<file path="config.mk">
export PLATFORM = sky130hd
export DESIGN_NAME = lrsc_monitor
export DESIGN_NICKNAME = d
export VERILOG_FILES = /design/src/rtl/lrsc_pkg.sv /design/src/rtl/lrsc_ea_gen.sv /design/src/rtl/lrsc_resv_store.sv /design/src/rtl/lrsc_stcx_judge.sv /design/src/rtl/lrsc_monitor.sv
export SDC_FILE = /design/constraint.sdc
export NUM_CORES = 1
export LEC_CHECK = 0
export ABC_AREA = 1
export BUFFER_PORTS_ARGS = -buffer_cell sky130_fd_sc_hd__buf_2
export CORE_MARGIN = 4
export CORE_UTILIZATION = 53
export DETAILED_ROUTE_END_ITERATION = 7
export GPL_TIMING_DRIVEN = 0
export PLACE_DENSITY = 0.83
export SLEW_MARGIN = 10
export SYNTH_ARGS = -nofsm -noshare
export SYNTH_HDL_FRONTEND = slang
export SYNTH_SLANG_ARGS = --single-unit
</file>
<file path="constraint.sdc">
create_clock -name clk -period 3.2 [get_ports clk]
set_input_delay 0.16 -clock clk [delete_from_list [all_inputs] [get_ports clk]]
set_output_delay 0.16 -clock clk [all_outputs]
set_load 0.1 [all_outputs]
</file>
<file path="src/rtl/lrsc_pkg.sv">
package lrsc_pkg;

    localparam int unsigned XLEN      = 64;
    localparam int unsigned WORD_BITS = 32;
    localparam int unsigned LEN_BITS  = 4;
    localparam int unsigned CR_BITS   = 4;

    localparam logic [LEN_BITS-1:0] WORD_RESV_LEN = LEN_BITS'(4);

    typedef enum logic [1:0] {
        REQ_IDLE = 2'd0,
        REQ_LOAD = 2'd1,
        REQ_STCX = 2'd2
    } req_e;

    typedef struct packed {
        logic                held;
        logic [LEN_BITS-1:0] len;
        logic [XLEN-1:0]     addr;
    } resv_t;

    localparam resv_t RESV_EMPTY = '{held: 1'b0, len: '0, addr: '0};

    function automatic logic [CR_BITS-1:0] cr_pack(input logic ok, input logic so);
        return {2'b00, ok, so};
    endfunction

    function automatic logic [XLEN-1:0] zext_word(input logic [WORD_BITS-1:0] w);
        return {{(XLEN-WORD_BITS){1'b0}}, w};
    endfunction

endpackage

</file>
<file path="src/rtl/lrsc_ea_gen.sv">
module lrsc_ea_gen
    import lrsc_pkg::*;
(
    input  logic            base_is_zero,
    input  logic [XLEN-1:0] base_val,
    input  logic [XLEN-1:0] index_val,
    output logic [XLEN-1:0] ea
);
    logic [XLEN-1:0] base_eff;

    always_comb begin
        base_eff = base_is_zero ? '0 : base_val;
        ea       = base_eff + index_val;
    end
endmodule

</file>
<file path="src/rtl/lrsc_resv_store.sv">
module lrsc_resv_store
    import lrsc_pkg::*;
(
    input  logic            clk,
    input  logic            rst,
    input  logic            set_en,
    input  logic            clr_en,
    input  logic [XLEN-1:0] set_addr,
    output resv_t           resv
);
    resv_t resv_q;

    always_ff @(posedge clk) begin
        if (rst) begin
            resv_q <= RESV_EMPTY;
        end else if (set_en) begin
            resv_q.held <= 1'b1;
            resv_q.len  <= WORD_RESV_LEN;
            resv_q.addr <= set_addr;
        end else if (clr_en) begin
            resv_q.held <= 1'b0;
        end
    end

    assign resv = resv_q;

    AST_RESET_DROPS: assert property (@(posedge clk) rst |=> !resv_q.held);
    AST_SET_RECORDS: assert property (@(posedge clk) disable iff (rst)
        set_en |=> (resv_q.held && resv_q.len == WORD_RESV_LEN && resv_q.addr == $past(set_addr)));
    AST_CLEAR_DROPS: assert property (@(posedge clk) disable iff (rst)
        (clr_en && !set_en) |=> !resv_q.held);
endmodule

</file>
<file path="src/rtl/lrsc_stcx_judge.sv">
module lrsc_stcx_judge
    import lrsc_pkg::*;
#(
    parameter int unsigned PAGE_SHIFT = 12
)(
    input  resv_t           resv,
    input  logic [XLEN-1:0] ea,
    output logic            pass,
    output logic            same_page
);
    logic exact;
    logic page_eq;

    always_comb begin
        exact = resv.held && (resv.len == WORD_RESV_LEN) && (resv.addr == ea);
        pass  = exact;
    end

    generate
        if (PAGE_SHIFT == 0) begin : g_byte_pages
            assign page_eq = (resv.addr == ea);
        end else if (PAGE_SHIFT >= XLEN) begin : g_one_page
            assign page_eq = 1'b1;
        end else begin : g_paged
            assign page_eq = (resv.addr[XLEN-1:PAGE_SHIFT] == ea[XLEN-1:PAGE_SHIFT]);
        end
    endgenerate

    assign same_page = resv.held && !exact && page_eq;
endmodule

</file>
<file path="src/rtl/lrsc_monitor.sv">
module lrsc_monitor
    import lrsc_pkg::*;
#(
    parameter int unsigned PAGE_BYTES = 4096
)(
    input  logic                 clk,
    input  logic                 rst,
    input  logic                 ld_valid,
    input  logic                 sc_valid,
    input  logic                 ra_zero,
    input  logic [XLEN-1:0]      ra_val,
    input  logic [XLEN-1:0]      rb_val,
    input  logic [XLEN-1:0]      rs_val,
    input  logic                 so_in,
    output logic [XLEN-1:0]      mem_addr,
    output logic                 mem_re,
    input  logic [WORD_BITS-1:0] mem_rdata,
    output logic                 mem_we,
    output logic [WORD_BITS-1:0] mem_wdata,
    output logic                 done,
    output logic [CR_BITS-1:0]   cr_field,
    output logic [XLEN-1:0]      rt_data
);
    localparam int unsigned PAGE_SHIFT = $clog2(PAGE_BYTES);

    req_e            req;
    logic [XLEN-1:0] ea;
    resv_t           resv;
    logic            sc_pass;
    logic            sc_same_page;

    logic                 done_q;
    logic [CR_BITS-1:0]   cr_q;
    logic [XLEN-1:0]      rt_q;

    always_comb begin
        if (ld_valid)      req = REQ_LOAD;
        else if (sc_valid) req = REQ_STCX;
        else               req = REQ_IDLE;
    end

    lrsc_ea_gen u_ea (
        .base_is_zero (ra_zero),
        .base_val     (ra_val),
        .index_val    (rb_val),
        .ea           (ea)
    );

    lrsc_resv_store u_resv (
        .clk      (clk),
        .rst      (rst),
        .set_en   (req == REQ_LOAD),
        .clr_en   (req == REQ_STCX),
        .set_addr (ea),
        .resv     (resv)
    );

    lrsc_stcx_judge #(.PAGE_SHIFT(PAGE_SHIFT)) u_judge (
        .resv      (resv),
        .ea        (ea),
        .pass      (sc_pass),
        .same_page (sc_same_page)
    );

    always_comb begin
        mem_addr  = ea;
        mem_re    = (req == REQ_LOAD);
        mem_we    = (req == REQ_STCX) && sc_pass;
        mem_wdata = rs_val[WORD_BITS-1:0];
    end

    always_ff @(posedge clk) begin
        if (rst) begin
            done_q <= 1'b0;
            cr_q   <= '0;
            rt_q   <= '0;
        end else begin
            done_q <= (req != REQ_IDLE);
            case (req)
                REQ_LOAD: rt_q <= zext_word(mem_rdata);
                REQ_STCX: cr_q <= cr_pack(sc_pass, so_in);
                default: ;
            endcase
        end
    end

    assign done     = done_q;
    assign cr_field = cr_q;
    assign rt_data  = rt_q;

    AST_ONE_REQUEST:  assert property (@(posedge clk) disable iff (rst) !(ld_valid && sc_valid));
    AST_DONE_AFTER:   assert property (@(posedge clk) disable iff (rst) (ld_valid || sc_valid) |=> done);
    AST_DONE_QUIET:   assert property (@(posedge clk) disable iff (rst) !(ld_valid || sc_valid) |=> !done);
    AST_WRITE_HELD:   assert property (@(posedge clk) disable iff (rst) mem_we |-> (resv.held && resv.addr == mem_addr));
    AST_NO_RESV_NOWR: assert property (@(posedge clk) disable iff (rst) (sc_valid && !resv.held) |-> !mem_we);
    AST_PAGE_NOWR:    assert property (@(posedge clk) disable iff (rst) sc_same_page |-> !mem_we);
    AST_CR_UPPER:     assert property (@(posedge clk) disable iff (rst) done |-> (cr_field[3:2] == 2'b00));
    AST_CR_SO:        assert property (@(posedge clk) disable iff (rst) sc_valid |=> (cr_field[0] == $past(so_in)));
endmodule

</file>
==> impl_metrics.ini, run 1 <==
[flow_run]
max_cap_viol_count = 0

[timing]
fin_ws_ps = -286.0
relSlewSlack = 0.3763
finClkSkew_ps = 12.53
period_minus_slack_ps = 3486
fmax_mhz = 286.9
maxSlewViolCount = 0
rsz0062_at_grt = yes
setup_viol = 1
hold_viol_final = 0
post-route-period-util = 1.089
tightestPinTransition_ps = 935.6

[grt]
grt_util_all_layers = 0.3775
antenna_found_initial = 1
grt_pass1_vias = 15210
grt_max_degree = 21
overflow = 0
grt_pass1_wl_microns = 77560

[placed_design]
dp.cells = 2903
dpl.hpwl_microns = 39710
numPortBuffers = 296
globalplace.congestion = 1.012
dp_slack_ps = -1180

[yosys]
synth_seq_cells = 101
synth-adder-area-share = 0.06655
synth_compound_area_frac = 0.1121
syn_area_sq_um = 12150
yosys.area_share.xor_xnor = 0.002885
synthDistinctLibCells = 38
synthMuxAreaShare = 0
synth.largest_area_cell = nand2_1
syn_inst = 2289
synthSimpleGateAreaFrac = 0.4459
synth_edf_count = 0
avgSynthCellArea_sq_um = 5.306
synth.area.top_cells = nand2_1 (21%), dfxtp_1 (17%), inv_1 (14%), nand3_1 (8.1%), nor2_1 (8.0%)
synth_top_family_by_area = simple AND/OR/NAND/NOR gates
yosysSeqAreaShare = 0.1665
async_flop_share = 0
synth_top_area_share = 0.2129
ys_warn_count = 0
ys.flop_type = dfxtp_1

[clocking]
clock-root-buffer = clkbuf_16
clock_sinks = 101
cts_tree = yes
insertion_delay_ps = 370
cts_buffers = 9
cts_max_level = 3
clk_pin_slew_ps = 90
clockBufferDepth = 2

[cells_and_area]
final_nets = 2964
instances_no_fill = 2960
areaGrowthSynthToFinish_pct = 39.68
insertedDiodeCount = 0
drive_gt1_frac = 0.3264

[worst_setup_path]
worst_setup_path_start_kind = primary input
reg2reg_from = u_resv.resv[1]$_SDFFE_PP0P_
arrival_ps = 3330
r2r-end = cr_field[1]$_SDFFE_PP0P_
cp_data_required_time_ps = 3040
path_class = in2out
reg2reg_depth = 16
ff2ff_setup_slack_ps = 1060
critical_path.max_fanout = 3
cp-end-kind = primary output

[worst_hold_path]
hold_depth = 3
min_to = rt_data[15]$_SDFFE_PP0P_
hp-class = in2reg
hp-start = mem_rdata[15]

[floorplanning]
die_area_sq_um = 25400
die_w_microns = 159.4
fp-row-count = 55
coreArea_sq_um = 22570
die_y_microns = 159.4
start_util = 0.5381
pin_count = 397

[drt]
drc = 2
num_vias = 16570
dr.pass1.iters = 8
wire_per_inst_microns = 18.69
routed_wl_microns = 55340
first_iter_violations = 1837
vias_per_cell = 5.598
ant_nets = 0

[pwr]
ir_worst_vdd_v = 0.0003639
p_leak_nw = 9.650
power_density_nw_per_um2 = 416.8

[run_status]
status = finished, violations left
violations = DRC, setup timing
-- kinds of logic after synthesis --
logic type                 after synthesis
adders and majority gates               64
buffers and inverters                  600
other                                    1
xor gates and xnor gates                 4
and+or+nand+nor                       1265
DFF                                    101
AOI/OAI and AO/OA                      254
-- per-stage QoR --
stage	total power (W)	utilization	hold WS [ps]	TNS, ps	area (sq um)
final	0.007071	0.7516	6.365	-286.0	16970
after global routing	0.007297	0.7516	18.99	-340.8	16970
after detailed placement	0.005186	0.6345	387.6	-10550	14320
after floorplan	0.004395	-	294.9	0	12480
after global placement	0.005141	0.6345	381.2	-7762	14320
after CTS	0.006723	0.7126	4.534	-12.25	16090
-- layout by cell type (no fill, tap or decap), types with 3 or more instances in the layout --
cell type / Yosys / final
a21oi_4: 0 / 16
nor4_4: 0 / 3
nand3_2: 13 / 30
o21bai_1: 11 / 11
ha_1: 63 / 11
clkinv_1: 6 / 6
nor3_2: 3 / 5
nor2_2: 15 / 61
inv_2: 19 / 30
nand3b_1: 4 / 4
nand4_1: 17 / 17
nand2_4: 1 / 61
clkbuf_1: 40 / 33
buf_6: 0 / 4
o21ai_1: 2 / 5
xor2_1: 3 / 3
ha_2: 0 / 4
nand3_4: 0 / 5
ha_4: 0 / 48
a21oi_1: 115 / 89
conb_1: 1 / 34
o21ai_0: 108 / 105
nand2_2: 44 / 103
buf_2: 0 / 295
inv_1: 469 / 456
nand2_1: 689 / 568
nor2_1: 258 / 175
nor2_4: 8 / 45
dfxtp_1: 101 / 101
clkbuf_16: 0 / 12
a21oi_2: 13 / 23
nand3_1: 197 / 175
buf_4: 66 / 103
-- final cells by class --
cell class,instances,area [sq um]
Multi-Input combinational cell,1621,9829
Fill cell,1814,5607
Inverter,494,1861
Sequential cell,101,2022
Buffer,106,747.0
Clock inverter,7,102.6
Clock buffer,9,225.2
Timing Repair Buffer,337,1822
Tap cell,285,356.6
-- registers in the layout, indices dropped and copies added, names as in the netlist --
register     count
cr_field         2
done             1
rt_data         32
u_resv.resv     66
-- per-layer routing --
metal | GRT usage | routed length (microns) | share of wire
met1 | 0.4731 | 20850 | 0.38
met4 | 0.1416 | 2993 | 0.054
met2 | 0.6354 | 25140 | 0.45
met3 | 0.08439 | 6350 | 0.11
met5 | 0 | 0 | 0
-- synth_stat cells (15+ instances only) --
cell and number:
clkbuf_1 40, nand4_1 17, dfxtp_1 101, inv_1 469, inv_2 19, nand3_1 197
ha_1 63, buf_4 66, nand2_2 44, a21oi_1 115, nor2_2 15, nand2_1 689
o21ai_0 108, nor2_1 258
-- where the power goes --
group	internal, W	switching (W)
Combinational	0.00106	0.00330
Sequential	0.00136	0.0000559
Clock	0.000638	0.000654
-- repair_timing --
| item | in CTS | in global routing |
|---|---|---|
| setup endpoints to repair | 42 | 1 |
| cloned | 1 | 2 |
| hold buffers | 0 | 0 |
| buffers inserted | 21 | 17 |
| resized for setup | 288 | 184 |
| pin swaps | 51 | 52 |
-- worst max-delay path, stage by stage --
cell and delay (ps):
buf_2 100, inv_1 70, nor2_4 200, ha_4 200, inv_1 80, fa_2 400, inv_2 90, nand3_2 80
nand2_2 120, buf_6 140, nand4_1 140, nand3_2 160, nand2_2 80, nand2_1 60, nand2_1 90, nand2_4 90
nand2_1 50, nand2_1 110, nand3_2 130, nor2_4 140, nand2_2 100, nor2_4 160, nand3_4 100, clkinvlp_4 100
buf_12 170
-- worst max-delay path by stage --
stage               cells past startpoint      start  slack (ps)  endpoint
floorplan                              24    ra_zero          20    mem_we
global placement                       19    ra_zero       -1140    mem_we
detailed placement                     19    ra_zero       -1180    mem_we
CTS                                    25    ra_zero         -10    mem_we
global route                           24    ra_zero        -340    mem_we
finish                                 25  ra_val[0]        -290    mem_we
(Power assumes the default switching activity.)
==> run 2: changes to the inputs <==
--- a/config.mk
+++ b/config.mk
@@ -5,10 +5,9 @@
 export SDC_FILE = /design/constraint.sdc
 export NUM_CORES = 1
 export LEC_CHECK = 0
-export ABC_AREA = 1
 export BUFFER_PORTS_ARGS = -buffer_cell sky130_fd_sc_hd__buf_2
 export CORE_MARGIN = 4
-export CORE_UTILIZATION = 53
+export CORE_UTILIZATION = 52
 export DETAILED_ROUTE_END_ITERATION = 7
 export GPL_TIMING_DRIVEN = 0
 export PLACE_DENSITY = 0.83
==> run 2 against run 1 <==
Net effect: die area is 7.0% lower; the flow finishes with violations (setup timing); power is 17% higher; sequential power is 3% higher; design area is 4.6% higher; combinational power is 28% higher; sequential share of layout area is 0.52 points lower; maximum frequency is 26% lower; area after synthesis is 9.1% lower; critical endpoint unchanged; critical path type unchanged; utilization is 9.5 points higher.
==> impl_metrics.ini, run 2 <==
[worst_hold_path]
hp-start = mem_rdata[3]
hold_depth = 3
min_to = rt_data[3]$_SDFFE_PP0P_
hp-class = in2reg

[floorplanning]
coreArea_sq_um = 20960
die_area_sq_um = 23630
start_util = 0.5268
die_y_microns = 153.7
die_w_microns = 153.7
pin_count = 397
fp-row-count = 53

[cells_and_area]
layout_common_cells = buf_2 (260), buf_4 (177), nor2_1 (172)
drive_gt1_frac = 0.4460
final_nets = 2235
layout_commonest_cell = buf_2
insertedDiodeCount = 0
largest_register_ffs = 66
areaGrowthSynthToFinish_pct = 60.71

[yosys]
synth.largest_area_cell = dfxtp_1
syn_inst = 1458
ys.flop_type = dfxtp_1
async_flop_share = 0
ys_top_cells_by_count = nor2_1 (185), dfxtp_1 (101), nand2_1 (101)
synth.most_common_cell = nor2_1
syn_area_sq_um = 11040
ys_warn_count = 0
synth_seq_cells = 101
yosysSeqAreaShare = 0.1832
synthDistinctLibCells = 80
avgSynthCellArea_sq_um = 7.572
synth_top_area_share = 0.1832
synth.area.top_cells = dfxtp_1 (18%), mux2i_1 (8.6%), ha_1 (7.1%), nor2_1 (6.3%), xnor2_1 (5.2%)
synth_edf_count = 0

[timing]
relSlewSlack = 0.2697
tns_ps = -11490
period_minus_slack_ps = 4725
fmax_mhz = 211.7
setup_viol = 36
finClkSkew_ps = 14.51
rsz0062_at_grt = yes
hold_viol_final = 0
tightestPinTransition_ps = 1095
post-route-period-util = 1.476
fin_ws_ps = -1525
maxSlewViolCount = 0

[worst_setup_path]
cp-end-kind = primary output
critical_path.max_fanout = 6
reg2reg_from = u_resv.resv[50]$_SDFFE_PP0P_
reg2reg_depth = 10
cp.depth = 22
path_class = in2out
arrival_ps = 4560
ff2ff_setup_slack_ps = -110
cpPeakStageDelay_ps = 420
slowest_stage = or2_2
r2r-end = cr_field[1]$_SDFFE_PP0P_
path_delay_family = simple AND/OR/NAND/NOR gates
worst_setup_path_start_kind = primary input
crit_chain = clkbuf_16 > buf_12 > clkbuf_16 > nor2b_4 > ha_4 > buf_6 > buf_6 > nand4_1 > buf_4 > o211ai_1 > o211ai_1 > buf_4 > a2111oi_4 > buf_4 > nor2_2 > o22ai_1 > a311oi_1 > nand4b_1 > or2_2 > nand2b_1 > nor4_4 > buf_6
cp_data_required_time_ps = 3040
crit_buf_inv = 9

[clocking]
clock-root-buffer = clkbuf_16
hold_buffers = 0
cts_max_level = 3
clockBufferDepth = 2
clk_pin_slew_ps = 100
cts_tree = yes
cts_buffers = 9
insertion_delay_ps = 370
clock_sinks = 101

[drt]
wire_per_inst_microns = 23.93
num_vias = 14210
routed_wl_microns = 53160
ant_nets = 0
first_iter_violations = 1499
dr.pass1.iters = 6
drc = 0
vias_per_cell = 6.398

[placed_design]
numPortBuffers = 297
globalplace.congestion = 1.041
dpl.hpwl_microns = 36470

[flow_run]
max_cap_viol_count = 0

[pwr]
total_power_w = 0.008261
power_density_nw_per_um2 = 465.6
ir_worst_vdd_v = 0.0003472
p_leak_nw = 7.988

[grt]
grt_util_all_layers = 0.3937
grt_pass1_vias = 13410
grt_pass1_wl_microns = 74260
overflow = 0
grt_max_degree = 22
antenna_found_initial = 0

[run_status]
violations = setup timing
status = finished, violations left
## run 2: changes by cell type after synthesis, moves of 73 or more
| cell | delta |
|---|---|
| nand2_1 | -588 |
| inv_1 | -444 |
| nand3_1 | -176 |
| mux2i_1 | +95 |
| nor2b_1 | +76 |
| nor2_1 | -73 |
## run 2: cell families (layout without fill, tap and decap cells)
kind of cell / count (synthesis) / in the layout / synth area share
xor+xnor: 116 / 116 / 0.1103
compound gates: 355 / 355 / 0.2125
mux: 96 / 96 / 0.08716
buf+inv: 175 / 630 / 0.08489
other cells: 1 / 34 / 0.0003397
simple gates: 550 / 550 / 0.2484
flops: 101 / 101 / 0.1832
fa+ha+maj: 64 / 64 / 0.07322
## run 2: cell type report
cell class / count / area [sq um]
clock inverters: 7 / 86.33
clock buffers: 9 / 225.2
multi-input cells: 1215 / 10580
flip-flops and latches: 101 / 2022
repair buffers: 449 / 3279
fillers: 1183 / 3214
well taps: 275 / 344.1
plain buffers: 140 / 1102
inverters: 25 / 97.59
## run 2: power breakdown
| part | internal [W] | switching, W | total, W |
|---|---|---|---|
| sequential | 0.00137 | 0.0000891 | 0.00146 |
| combinational | 0.00187 | 0.00371 | 0.00558 |
| clock | 0.000567 | 0.000657 | 0.00122 |
| total | 0.00381 | 0.00445 | 0.00826 |
## run 2: how the worst max path moves through the flow
stage	startpoint	endpoint	slack, ps
after floorplan	ra_zero	mem_we	-2020
after global placement	ra_zero	mem_we	-2270
after global routing	ra_zero	mem_we	-1570
final	ra_zero	mem_we	-1520
after CTS	ra_zero	mem_we	-1380
after detailed placement	ra_zero	mem_we	-2340
## run 2: worst min-delay path: cells and delay by family
kind	cells	cell delay, ps
and+or+nand+nor	1	70
buffers and inverters	1	70
muxes	1	50
## run 2: per-layer routing
metal | track usage | vias up | wire length, microns
li1 | - | 6138 | -
met1 | 0.4951 | 6597 | 18770
met2 | 0.6541 | 1145 | 24330
met3 | 0.07993 | 330 | 6410
met4 | 0.1745 | 0 | 3643
met5 | 0 | - | 0
## run 2: timing repair
item / CTS / global route
resized for setup: 297 / 190
pin swaps: 62 / 63
endpoints found under the setup margin: 55 / 54
cloned: 2 / 1
setup buffers: 102 / 50
## run 2: through the flow
step / worst slack, ps / cells / utilization / area [sq um] / hold WS, ps
6_report: -1525 / 2221 / 0.8466 / 17740 / 17.31
2_1_floorplan: -2024 / 1491 / - / 12390 / 280.7
3_3_place_gp: -2266 / 2063 / 0.6785 / 14220 / 392.1
3_5_place_dp: -2342 / 2063 / 0.6785 / 14220 / 402.1
5_1_grt: -1568 / 2221 / 0.8466 / 17740 / 43.85
4_1_cts: -1384 / 2178 / 0.7911 / 16580 / 15.43
==> run 3: changes to the inputs <==
--- a/config.mk
+++ b/config.mk
@@ -6,12 +6,13 @@
 export NUM_CORES = 1
 export LEC_CHECK = 0
 export BUFFER_PORTS_ARGS = -buffer_cell sky130_fd_sc_hd__buf_2
-export CORE_MARGIN = 4
-export CORE_UTILIZATION = 52
+export CORE_AREA = 4 4 153 155
 export DETAILED_ROUTE_END_ITERATION = 7
+export DIE_AREA = 0 0 157 159
 export GPL_TIMING_DRIVEN = 0
-export PLACE_DENSITY = 0.83
+export PLACE_DENSITY = 0.7
 export SLEW_MARGIN = 10
 export SYNTH_ARGS = -nofsm -noshare
 export SYNTH_HDL_FRONTEND = slang
+export SYNTH_HIERARCHICAL = 1
 export SYNTH_SLANG_ARGS = --single-unit
==> run 3 against run 2 <==
Net effect: the run still ends with setup timing left; register-to-register slack improved by 1200 ps; hold slack improved by 33 ps; power down 14%; highest routed layer unchanged.
==> impl_metrics.ini, run 3 <==
[cells_and_area]
final_util = 0.6625
layout_commonest_cell = buf_2
drive_gt1_frac = 0.4766
layout_common_cells = buf_2 (259), buf_4 (123), nor2_1 (121)
largest_register_ffs = 66
insertedDiodeCount = 0
areaGrowthSynthToFinish_pct = 61.11
final_nets = 1783

[floorplanning]
coreArea_sq_um = 21820
fp-row-count = 54
die_y_microns = 159
start_util = 0.4112
die_w_microns = 157
pin_count = 397
die_area_sq_um = 24960

[pwr]
power_density_nw_per_um2 = 493.8
p_leak_nw = 6.837
ir_worst_vdd_v = 0.0003719

[drt]
first_iter_violations = 487
routed_wl_microns = 29760
wire_per_inst_microns = 16.78
drc = 0
num_vias = 9143
vias_per_cell = 5.154
ant_nets = 0
dr.pass1.iters = 5

[clocking]
hold_buffers = 0
clock_sinks = 101
cts_max_level = 3
cts_tree = yes
clk_pin_slew_ps = 70
cts_buffers = 9
clockBufferDepth = 2
clock-root-buffer = clkbuf_16
insertion_delay_ps = 340

[grt]
grt_pass1_wl_microns = 43920
grt_util_all_layers = 0.2135
grt_pass1_vias = 8609
grt_max_degree = 18
antenna_found_initial = 0
overflow = 0

[yosys]
avgSynthCellArea_sq_um = 8.210
syn_area_sq_um = 8974
syn_inst = 1093
ys_warn_count = 6

[placed_design]
dp_slack_ps = -2421
globalplace.congestion = 0.8961
dpl.hpwl_microns = 22710
numPortBuffers = 295

[run_status]
violations = setup timing
status = finished, violations left

[worst_hold_path]
hold_depth = 3
hp-start = mem_rdata[18]
hp-class = in2reg

[worst_setup_path]
cp_data_required_time_ps = 3040
path_class = in2out
critPathLaunch = ra_zero
critical_path.max_fanout = 10
reg2reg_from = u_resv/resv[43]$_SDFFE_PP0P_
cp-end-kind = primary output
arrival_ps = 4570
worst_setup_path_start_kind = primary input
reg2reg_depth = 9

[timing]
tns_ps = -5697
hold_viol_final = 0
setup_viol = 20
tightestPinTransition_ps = 521.0
fin_ws_ps = -1527
maxSlewViolCount = 0
finClkSkew_ps = 5.254
period_minus_slack_ps = 4727
rsz0062_at_grt = yes
post-route-period-util = 1.477
holdWs_ps = 49.85
relSlewSlack = 0.6490
fmax_mhz = 211.6

[flow_run]
max_cap_viol_count = 0
-- run 3: path summary, 6_finish.rpt --
kind	endpoint	slack (ps)
hold reg to reg	u_resv/resv[66]$_SDFFE_PP0P_	460
setup reg to reg	cr_field[1]$_SDFFE_PP0N_	1040
setup / recovery	mem_we	-1530
hold / removal	rt_data[18]$_SDFFE_PP0N_	50
-- run 3: final cells by class --
| type | count | area [sq um] |
|---|---|---|
| Tap cell | 280 | 350.3 |
| Sequential cell | 101 | 2022 |
| Clock inverter | 5 | 65.06 |
| Fill cell | 1760 | 7366 |
| Clock buffer | 11 | 242.7 |
| Timing Repair Buffer | 367 | 2591 |
| Buffer | 108 | 917.1 |
| Multi-Input combinational cell | 884 | 8202 |
| Inverter | 18 | 67.56 |
-- run 3: per-layer routing --
layer  vias to the layer above  wire length (microns)  track usage
met2                       326                  14940       0.3679
met1                      4271                  12400       0.2806
met3                        41                   1799      0.03235
met5                         -                      0            0
met4                         0                    628      0.04931
li1                       4505                      -            -
-- run 3: what timing repair did --
item,4_1_cts,5_1_grt
endpoints found under the setup margin,55,48
pin swaps,45,53
cloned,2,0
setup buffers,26,44
gates resized for setup,196,161
-- run 3: through the flow --
step / instances / cell area (sq um) / total power (W)
floorplan: 1128 / 10250 / 0.004656
CTS: 1743 / 13520 / 0.006850
global placement: 1703 / 12080 / 0.005281
finish: 1774 / 14460 / 0.007139
global route: 1774 / 14460 / 0.007444
detailed placement: 1703 / 12080 / 0.005309
-- run 3: power by group --
part           switching [W]  internal, W
Clock               0.000479     0.000636
Combinational        0.00306      0.00152
Sequential         0.0000686      0.00137
Total                0.00361      0.00353
-- run 3: critical path, cell delays in order --
cell and delay [ps]:
clkbuf_16 150, buf_4 190, nor2b_2 160, ha_4 240, a21o_4 240, a311oi_4 340, o21ai_4 140, a31oi_4 200
buf_12 140, nor4_4 60, o21ai_2 230, nand2_2 130, a2111oi_4 440, nor3_4 70, xor2_1 160, nor4_2 320
nand4_1 140, or4_4 580, nor2_4 130, and2_4 160, buf_12 170
